`config.mk`:
```
export PLATFORM = sky130hd
export DESIGN_NAME = rail_sequencer
export DESIGN_NICKNAME = d
export VERILOG_FILES = /design/src/rtl/rail_seq_pkg.sv /design/src/rtl/pg_conditioner.sv /design/src/rtl/seq_ctrl.sv /design/src/rtl/rst_release.sv /design/src/rtl/rail_sequencer.sv
export SDC_FILE = /design/constraint.sdc
export NUM_CORES = 1
export LEC_CHECK = 0
export BUFFER_PORTS_ARGS = -buffer_cell sky130_fd_sc_hd__buf_2
export CAP_MARGIN = 30
export CORE_ASPECT_RATIO = 0.6
export CORE_MARGIN = 4
export CORE_UTILIZATION = 50
export DETAILED_ROUTE_END_ITERATION = 8
export PLACE_DENSITY_LB_ADDON = 0.08
export SLEW_MARGIN = 15
export SYNTH_ARGS = -nofsm -noshare
export SYNTH_HDL_FRONTEND = slang
export SYNTH_SLANG_ARGS = --single-unit
```
`constraint.sdc`:
```
create_clock -name clk -period 3.1 [get_ports clk]
set_clock_uncertainty 0.15 [all_clocks]
set_input_delay 0.62 -clock clk [delete_from_list [all_inputs] [get_ports clk]]
set_output_delay 0.62 -clock clk [all_outputs]
set_load 0.05 [all_outputs]
```
`src/rtl/rail_seq_pkg.sv`:
```
package rail_seq_pkg;

  localparam int unsigned RAIL_COUNT  = 22;
  localparam int unsigned PG_COUNT    = 15;
  localparam int unsigned GROUP_COUNT = 5;
  localparam int unsigned GRP_W       = 3;

  typedef enum logic [2:0] {
    SQ_IDLE,
    SQ_RAMP,
    SQ_ON,
    SQ_DOWN,
    SQ_FAULT
  } seq_state_e;

  // group index per rail, GRP_W bits each, rail 0 in the low field
  function automatic logic [RAIL_COUNT*GRP_W-1:0] rail_map(bit late);
    logic [RAIL_COUNT*GRP_W-1:0] m;
    m = '0;
    for (int i = 0; i < int'(RAIL_COUNT); i++) begin
      int unsigned g;
      if (i < 3)       g = 1;
      else if (i < 10) g = 2;
      else if (i < 14) g = 3;
      else if (i < 16) g = late ? 4 : 3;
      else if (i < 21) g = 4;
      else             g = 5;
      m[i*GRP_W +: GRP_W] = GRP_W'(g);
    end
    return m;
  endfunction

  // group index per power-good input
  function automatic logic [PG_COUNT*GRP_W-1:0] pg_map(bit late);
    logic [PG_COUNT*GRP_W-1:0] m;
    m = '0;
    for (int i = 0; i < int'(PG_COUNT); i++) begin
      int unsigned g;
      if (i < 3)       g = 1;
      else if (i < 7)  g = 2;
      else if (i < 11) g = 3;
      else if (i < 13) g = late ? 4 : 3;
      else if (i < 14) g = 4;
      else             g = 5;
      m[i*GRP_W +: GRP_W] = GRP_W'(g);
    end
    return m;
  endfunction

endpackage

```
`src/rtl/pg_conditioner.sv`:
```
module pg_conditioner #(
  parameter int unsigned STABLE_CYCLES = 16
) (
  input  logic clk,
  input  logic rst_n,
  input  logic raw_in,
  output logic good
);

  localparam int unsigned CW = $clog2(STABLE_CYCLES + 1);

  logic [1:0]    sync_q;
  logic [CW-1:0] cnt_q;
  logic          good_q;

  always_ff @(posedge clk or negedge rst_n) begin
    if (!rst_n) begin
      sync_q <= '0;
      cnt_q  <= '0;
      good_q <= 1'b0;
    end else begin
      sync_q <= {sync_q[0], raw_in};
      if (!sync_q[1]) begin
        cnt_q  <= '0;
        good_q <= 1'b0;
      end else if (cnt_q == CW'(STABLE_CYCLES - 1)) begin
        good_q <= 1'b1;
      end else begin
        cnt_q <= cnt_q + CW'(1);
      end
    end
  end

  assign good = good_q;

  AST_GOOD_TRACKS_INPUT: assert property (@(posedge clk) disable iff (!rst_n)
    good_q |-> $past(raw_in, 3));

endmodule

```
`src/rtl/seq_ctrl.sv`:
```
module seq_ctrl
  import rail_seq_pkg::*;
#(
  parameter int unsigned NUM_RAILS      = RAIL_COUNT,
  parameter int unsigned NUM_PGS        = PG_COUNT,
  parameter int unsigned NUM_GROUPS     = GROUP_COUNT,
  parameter logic [NUM_RAILS*GRP_W-1:0] RAIL_MAP = rail_map(1'b0),
  parameter logic [NUM_PGS*GRP_W-1:0]   PG_MAP   = pg_map(1'b0),
  parameter int unsigned TIMEOUT_CYCLES = 50000,
  parameter int unsigned STEP_CYCLES    = 1000
) (
  input  logic                 clk,
  input  logic                 rst_n,
  input  logic                 mod_en,
  input  logic [NUM_PGS-1:0]   pg_good,
  output logic [NUM_RAILS-1:0] rail_en,
  output logic                 mod_pgood,
  output logic                 fault
);

  localparam int unsigned GW    = GRP_W;
  localparam int unsigned SLOTS = 1 << GW;
  localparam int unsigned TW    = $clog2(TIMEOUT_CYCLES + 1);
  localparam int unsigned SW    = $clog2(STEP_CYCLES + 1);

  seq_state_e    st_q;
  logic [GW-1:0] lvl_q;
  logic [TW-1:0] tmr_q;
  logic [SW-1:0] stp_q;
  logic [1:0]    en_sync_q;
  logic          en_s;

  logic [SLOTS-1:0] grp_ok;
  logic             below_ok;
  logic             cur_ok;
  logic             all_ok;

  always_ff @(posedge clk or negedge rst_n) begin
    if (!rst_n) en_sync_q <= '0;
    else        en_sync_q <= {en_sync_q[0], mod_en};
  end
  assign en_s = en_sync_q[1];

  // per-group good: all member inputs good (an empty group is good)
  assign grp_ok[0] = 1'b1;
  for (genvar g = 1; g < SLOTS; g++) begin : g_grp
    if (g <= NUM_GROUPS) begin : g_real
      logic [NUM_PGS-1:0] member;
      for (genvar i = 0; i < NUM_PGS; i++) begin : g_mem
        assign member[i] = (PG_MAP[i*GW +: GW] == GW'(g));
      end
      assign grp_ok[g] = &(pg_good | ~member);
    end else begin : g_pad
      assign grp_ok[g] = 1'b1;
    end
  end

  always_comb begin
    below_ok = 1'b1;
    for (int g = 1; g <= int'(NUM_GROUPS); g++) begin
      if (GW'(g) < lvl_q && !grp_ok[g]) below_ok = 1'b0;
    end
  end

  assign cur_ok = grp_ok[lvl_q];
  assign all_ok = &grp_ok;

  always_ff @(posedge clk or negedge rst_n) begin
    if (!rst_n) begin
      st_q  <= SQ_IDLE;
      lvl_q <= '0;
      tmr_q <= '0;
      stp_q <= '0;
    end else begin
      case (st_q)
        SQ_IDLE: begin
          if (en_s) begin
            st_q  <= SQ_RAMP;
            lvl_q <= GW'(1);
            tmr_q <= '0;
          end
        end
        SQ_RAMP: begin
          if (!en_s || !below_ok) begin
            st_q  <= SQ_DOWN;
            stp_q <= '0;
          end else if (cur_ok) begin
            tmr_q <= '0;
            if (lvl_q == GW'(NUM_GROUPS)) st_q <= SQ_ON;
            else                          lvl_q <= lvl_q + GW'(1);
          end else if (tmr_q == TW'(TIMEOUT_CYCLES - 1)) begin
            st_q  <= SQ_FAULT;
            stp_q <= '0;
          end else begin
            tmr_q <= tmr_q + TW'(1);
          end
        end
        SQ_ON: begin
          if (!en_s || !all_ok) begin
            st_q  <= SQ_DOWN;
            stp_q <= '0;
          end
        end
        SQ_DOWN, SQ_FAULT: begin
          if (lvl_q == '0) begin
            if (st_q == SQ_DOWN || !en_s) st_q <= SQ_IDLE;
          end else if (stp_q == SW'(STEP_CYCLES - 1)) begin
            stp_q <= '0;
            lvl_q <= lvl_q - GW'(1);
          end else begin
            stp_q <= stp_q + SW'(1);
          end
        end
        default: st_q <= SQ_IDLE;
      endcase
    end
  end

  for (genvar r = 0; r < NUM_RAILS; r++) begin : g_rail
    assign rail_en[r] = (lvl_q >= RAIL_MAP[r*GW +: GW]);
  end

  assign mod_pgood = (st_q == SQ_ON);
  assign fault     = (st_q == SQ_FAULT);

  AST_ONE_GROUP_PER_CYCLE: assert property (@(posedge clk) disable iff (!rst_n)
    (lvl_q != $past(lvl_q)) |->
      (lvl_q == $past(lvl_q) + GW'(1) || lvl_q + GW'(1) == $past(lvl_q)));
  AST_ADVANCE_NEEDS_GOOD: assert property (@(posedge clk) disable iff (!rst_n)
    (lvl_q == $past(lvl_q) + GW'(1) && $past(lvl_q) != '0) |-> $past(cur_ok));
  AST_PGOOD_NEEDS_ALL: assert property (@(posedge clk) disable iff (!rst_n)
    $rose(mod_pgood) |-> $past(&pg_good));
  AST_FAULT_ON_MISSING: assert property (@(posedge clk) disable iff (!rst_n)
    $rose(fault) |-> $past(!cur_ok && en_s));
  AST_NO_RISE_IN_SHUTDOWN: assert property (@(posedge clk) disable iff (!rst_n)
    (lvl_q > $past(lvl_q)) |-> $past(st_q == SQ_IDLE || st_q == SQ_RAMP));

endmodule

```
`src/rtl/rst_release.sv`:
```
module rst_release #(
  parameter int unsigned HOLD_CYCLES = 2000
) (
  input  logic clk,
  input  logic rst_n,
  input  logic pgood,
  output logic sys_rst_n
);

  localparam int unsigned HW = $clog2(HOLD_CYCLES + 1);

  logic [HW-1:0] cnt_q;

  always_ff @(posedge clk or negedge rst_n) begin
    if (!rst_n)                         cnt_q <= '0;
    else if (!pgood)                    cnt_q <= '0;
    else if (cnt_q != HW'(HOLD_CYCLES)) cnt_q <= cnt_q + HW'(1);
  end

  assign sys_rst_n = pgood && (cnt_q == HW'(HOLD_CYCLES));

  AST_RELEASE_AFTER_PGOOD: assert property (@(posedge clk) disable iff (!rst_n)
    $rose(sys_rst_n) |-> $past(pgood));

endmodule

```
`src/rtl/rail_sequencer.sv`:
```
module rail_sequencer
  import rail_seq_pkg::*;
#(
  parameter int unsigned NUM_RAILS       = RAIL_COUNT,
  parameter int unsigned NUM_PGS         = PG_COUNT,
  parameter int unsigned NUM_GROUPS      = GROUP_COUNT,
  parameter bit          DDR25_LATE      = 1'b0,
  parameter logic [NUM_RAILS*GRP_W-1:0] RAIL_GROUP_MAP = rail_map(DDR25_LATE),
  parameter logic [NUM_PGS*GRP_W-1:0]   PG_GROUP_MAP   = pg_map(DDR25_LATE),
  parameter int unsigned STABLE_CYCLES   = 16,
  parameter int unsigned TIMEOUT_CYCLES  = 50000,
  parameter int unsigned STEP_CYCLES     = 1000,
  parameter int unsigned RST_HOLD_CYCLES = 2000
) (
  input  logic                 clk,
  input  logic                 rst_n,
  input  logic                 mod_en,
  input  logic [NUM_PGS-1:0]   pg_in,
  output logic [NUM_RAILS-1:0] rail_en,
  output logic                 mod_pgood,
  output logic                 sys_rst_n,
  output logic                 fault,
  output logic                 bias_run,
  output logic                 mreset_n,
  output logic                 usb_en
);

  logic [NUM_PGS-1:0] pg_good;

  for (genvar i = 0; i < NUM_PGS; i++) begin : g_pg
    pg_conditioner #(.STABLE_CYCLES(STABLE_CYCLES)) u_cond (
      .clk    (clk),
      .rst_n  (rst_n),
      .raw_in (pg_in[i]),
      .good   (pg_good[i])
    );
  end

  seq_ctrl #(
    .NUM_RAILS      (NUM_RAILS),
    .NUM_PGS        (NUM_PGS),
    .NUM_GROUPS     (NUM_GROUPS),
    .RAIL_MAP       (RAIL_GROUP_MAP),
    .PG_MAP         (PG_GROUP_MAP),
    .TIMEOUT_CYCLES (TIMEOUT_CYCLES),
    .STEP_CYCLES    (STEP_CYCLES)
  ) u_ctrl (
    .clk       (clk),
    .rst_n     (rst_n),
    .mod_en    (mod_en),
    .pg_good   (pg_good),
    .rail_en   (rail_en),
    .mod_pgood (mod_pgood),
    .fault     (fault)
  );

  rst_release #(.HOLD_CYCLES(RST_HOLD_CYCLES)) u_rst (
    .clk       (clk),
    .rst_n     (rst_n),
    .pgood     (mod_pgood),
    .sys_rst_n (sys_rst_n)
  );

  assign bias_run = 1'b1;
  assign mreset_n = 1'b1;
  assign usb_en   = 1'b1;

  AST_FAULT_KEEPS_RESET: assert property (@(posedge clk) disable iff (!rst_n)
    fault |-> !sys_rst_n);

endmodule

```
==> results.txt <==
Post-DP HPWL -> 10.21 mm
synth top area cells -> dfrtp_1 (51%), ha_1 (5.9%), xnor2_1 (5.3%)
initial core utilization -> 51.73%
Routed WL per cell -> 14.73 um
startpoint types -> flip-flop
initial DRC count -> 376
setup_tns -> 0 ns
Final Max Tran Viols -> 0
DRT Pass-1 Iters -> 4
H-Tree Depth -> 4
Worst EP arrival -> 3.04 ns
CP required -> 3.27 ns
final layout net count -> 826
most frequent cells after synthesis -> dfrtp_1 (165), and2_1 (61), xnor2_1 (49)
via count -> 5286
Die Wd -> 171.7 um
biggest area consumer among synthesized cells -> dfrtp_1
Vias/cell -> 5.361
Max Fanout on Critical Path -> 8
Synth Area in Compound Gates -> 9.334%
fmax -> 349.1 MHz
Async S/R FF share, synth -> 100.0%
n_diodes -> 0
Max Root-Sink Buffers -> 2
FF+latch count, synth -> 165
Syn. warnings -> 0
number of synthesized flops with an enable pin -> 0
ratio of cells with drive above 1 in the final layout -> 13.28%
outcome -> complete, no violations
Post-CTS Setup Repair Bufs -> 0
GRT Overall Usage -> 17.28%
PD cells -> 734.9 nW/um^2
GP Congestion -> 0.8884
top_reg_cell synth -> dfrtp_1
Area Overhead vs Synth -> 11.47%
RSZ-0062 raised after global routing -> false
WL final -> 14.52 mm
largest family of logic cells by synthesized area -> simple AND/OR/NAND/NOR gates
Root Driver -> clkbuf_16
GRT Residual Overflow -> 0
mapped cell area -> 8043 um^2
Area after DPL -> 8338 um^2
# resized after CTS -> 0
fillers -> 1276
Max Cap Viol -> 0
Post-Synth XOR/XNOR Area -> 5.989%
Final ANT Viol Nets -> 0
post-synthesis mux area share -> 2.271%
first-pass GRT wire length -> 25.76 mm
CORE AREA -> 15550 um^2
Num CTS Buffers -> 17
largest net degree at the start of global routing -> 79
Final Hold Viols -> 0
leak pwr -> 3.978 nW
Tcrit/Tclk final -> 92.42%
# clock sinks -> 165
final instance area -> 8965 um^2
maximum vdd ir drop -> 0.0004168 V
worst hold path class -> primary input to flip-flop
Cells after Synth -> 746
initial antenna violation count -> 0
Final Total Pwr -> 6.589 mW
vias in the first global route -> 5154
simple-gate share of the synthesized area -> 20.38%
CTS Hold Bufs -> 1
post-synthesis area per instance -> 10.78 um^2
# DRC -> 0
Row Count -> 35
die height -> 106.2 um
IO Pins -> 46
Die ar. -> 18250 um^2
PortBufs -> 42
post-synth cell types -> 57
setup violators final -> 0
Final Critical Period -> 2.865 ns
register area share after synthesis -> 51.34%
CTS tree -> done
Clk Latency, worst-skew pair -> 0.41 ns
CP Capture Type -> flip-flop
Worst-path clk slew -> 0.07 ns
Post-Synth Adder-Cell Area -> 5.912%
most common cell in the synthesized netlist -> dfrtp_1
Yosys top cell area share -> 51.34%
CP Class -> flip-flop to flip-flop
kinds of logic after synthesis:
logic type	count (synthesis)
simple gates	277
flops	165
compound gates	116
buf+inv	76
xor+xnor	55
fa+ha+maj	38
mux	18
other cells	1
critical path: stages, from the launching register on:
cell     delay [ns]
dfrtp_1        0.40
or4b_1         0.54
or4_4          0.57
nor4_4         0.34
o31ai_1        0.15
or2_1          0.37
o31ai_2        0.25
flip-flops by register name, indices dropped and copies added (netlist names):
name                cells
u_ctrl.stp_q           10
u_ctrl.lvl_q            3
u_rst.cnt_q            11
u_ctrl.tmr_q           16
u_ctrl.en_sync_q        2
g_pg.u_cond.sync_q     30
u_ctrl.st_q             3
g_pg.u_cond.cnt_q      75
g_pg.u_cond.good       15
worst paths after layout:
kind | cells after the start | to | slack, ns | startpoint
setup / recovery | 6 | u_ctrl.stp_q[7]$_DFFE_PN0P_ | 0.24 | u_ctrl.tmr_q[11]$_DFFE_PN0P_
min in group asynchronous | 2 | g_pg[6].u_cond.sync_q[0]$_DFF_PN0_ | 0.54 | rst_n
setup reg to reg | 6 | u_ctrl.stp_q[7]$_DFFE_PN0P_ | 0.24 | u_ctrl.tmr_q[11]$_DFFE_PN0P_
hold reg to reg | 0 | g_pg[5].u_cond.sync_q[1]$_DFF_PN0_ | 0.20 | g_pg[5].u_cond.sync_q[0]$_DFF_PN0_
hold / removal | 1 | g_pg[6].u_cond.sync_q[0]$_DFF_PN0_ | 0.15 | pg_in[6]
max in group asynchronous | 3 | u_ctrl.st_q[1]$_DFFE_PN0P_ | 1.36 | rst_n
cell usage in the layout, fill, tap and decap left out, drive strengths merged, types with 3 or more instances in the layout:
cell type  instances
nor3              10
ha                38
conb               3
or4               11
buf               54
inv               30
xor2               6
mux2i             16
o31ai             15
and3              25
and4               4
nand2b            19
or4b               3
nand4              6
or2                5
a21oi             18
bufinv             3
o211ai             4
or3                5
nand3             14
o21a              17
nand4b            17
nor2              30
dfrtp            165
or3b               3
o21ai             43
nor2b             21
clkinvlp           3
xnor2             49
clkbuf            18
and2              61
nand2             39
stage by stage:
step                      hold WS [ns]  utilization, %  cells  setup WS [ns]
after floorplan                 0.1744               -    748         0.1799
after global placement          0.1832           53.63    953         0.3183
after detailed placement        0.1847           53.63    953         0.2337
after CTS                       0.1350           57.67    986         0.2281
after global routing            0.1309           57.67    986        0.09946
final                           0.1536           57.67    986         0.2351
final cells by class:
| type | instances | area (um^2) | share of cell area, % |
|---|---|---|---|
| flip-flops and latches | 165 | 4129 | 46.06 |
| clock buffers | 18 | 429.2 | 4.787 |
| clock inverters | 14 | 187.7 | 2.094 |
| multi-input cells | 507 | 3546 | 39.55 |
| inverters | 24 | 90.09 | 1.005 |
| well taps | 203 | 254.0 | 2.833 |
| repair buffers | 55 | 329.1 | 3.671 |
power breakdown:
| part | internal [mW] | switching (mW) |
|---|---|---|
| clock network | 1.29 | 0.919 |
| logic | 0.580 | 1.35 |
| registers | 2.29 | 0.156 |
routing by layer:
layer  global-route usage, %  vias up  share of wire, %
li1                        -     2604                 -
met1                   26.97     2582                53
met2                   24.38       83                43
met3                   3.605       17               3.2
met4                   4.487        0               1.2
met5                       0        -                 0
Note: power is estimated with default switching activity, not from simulation.
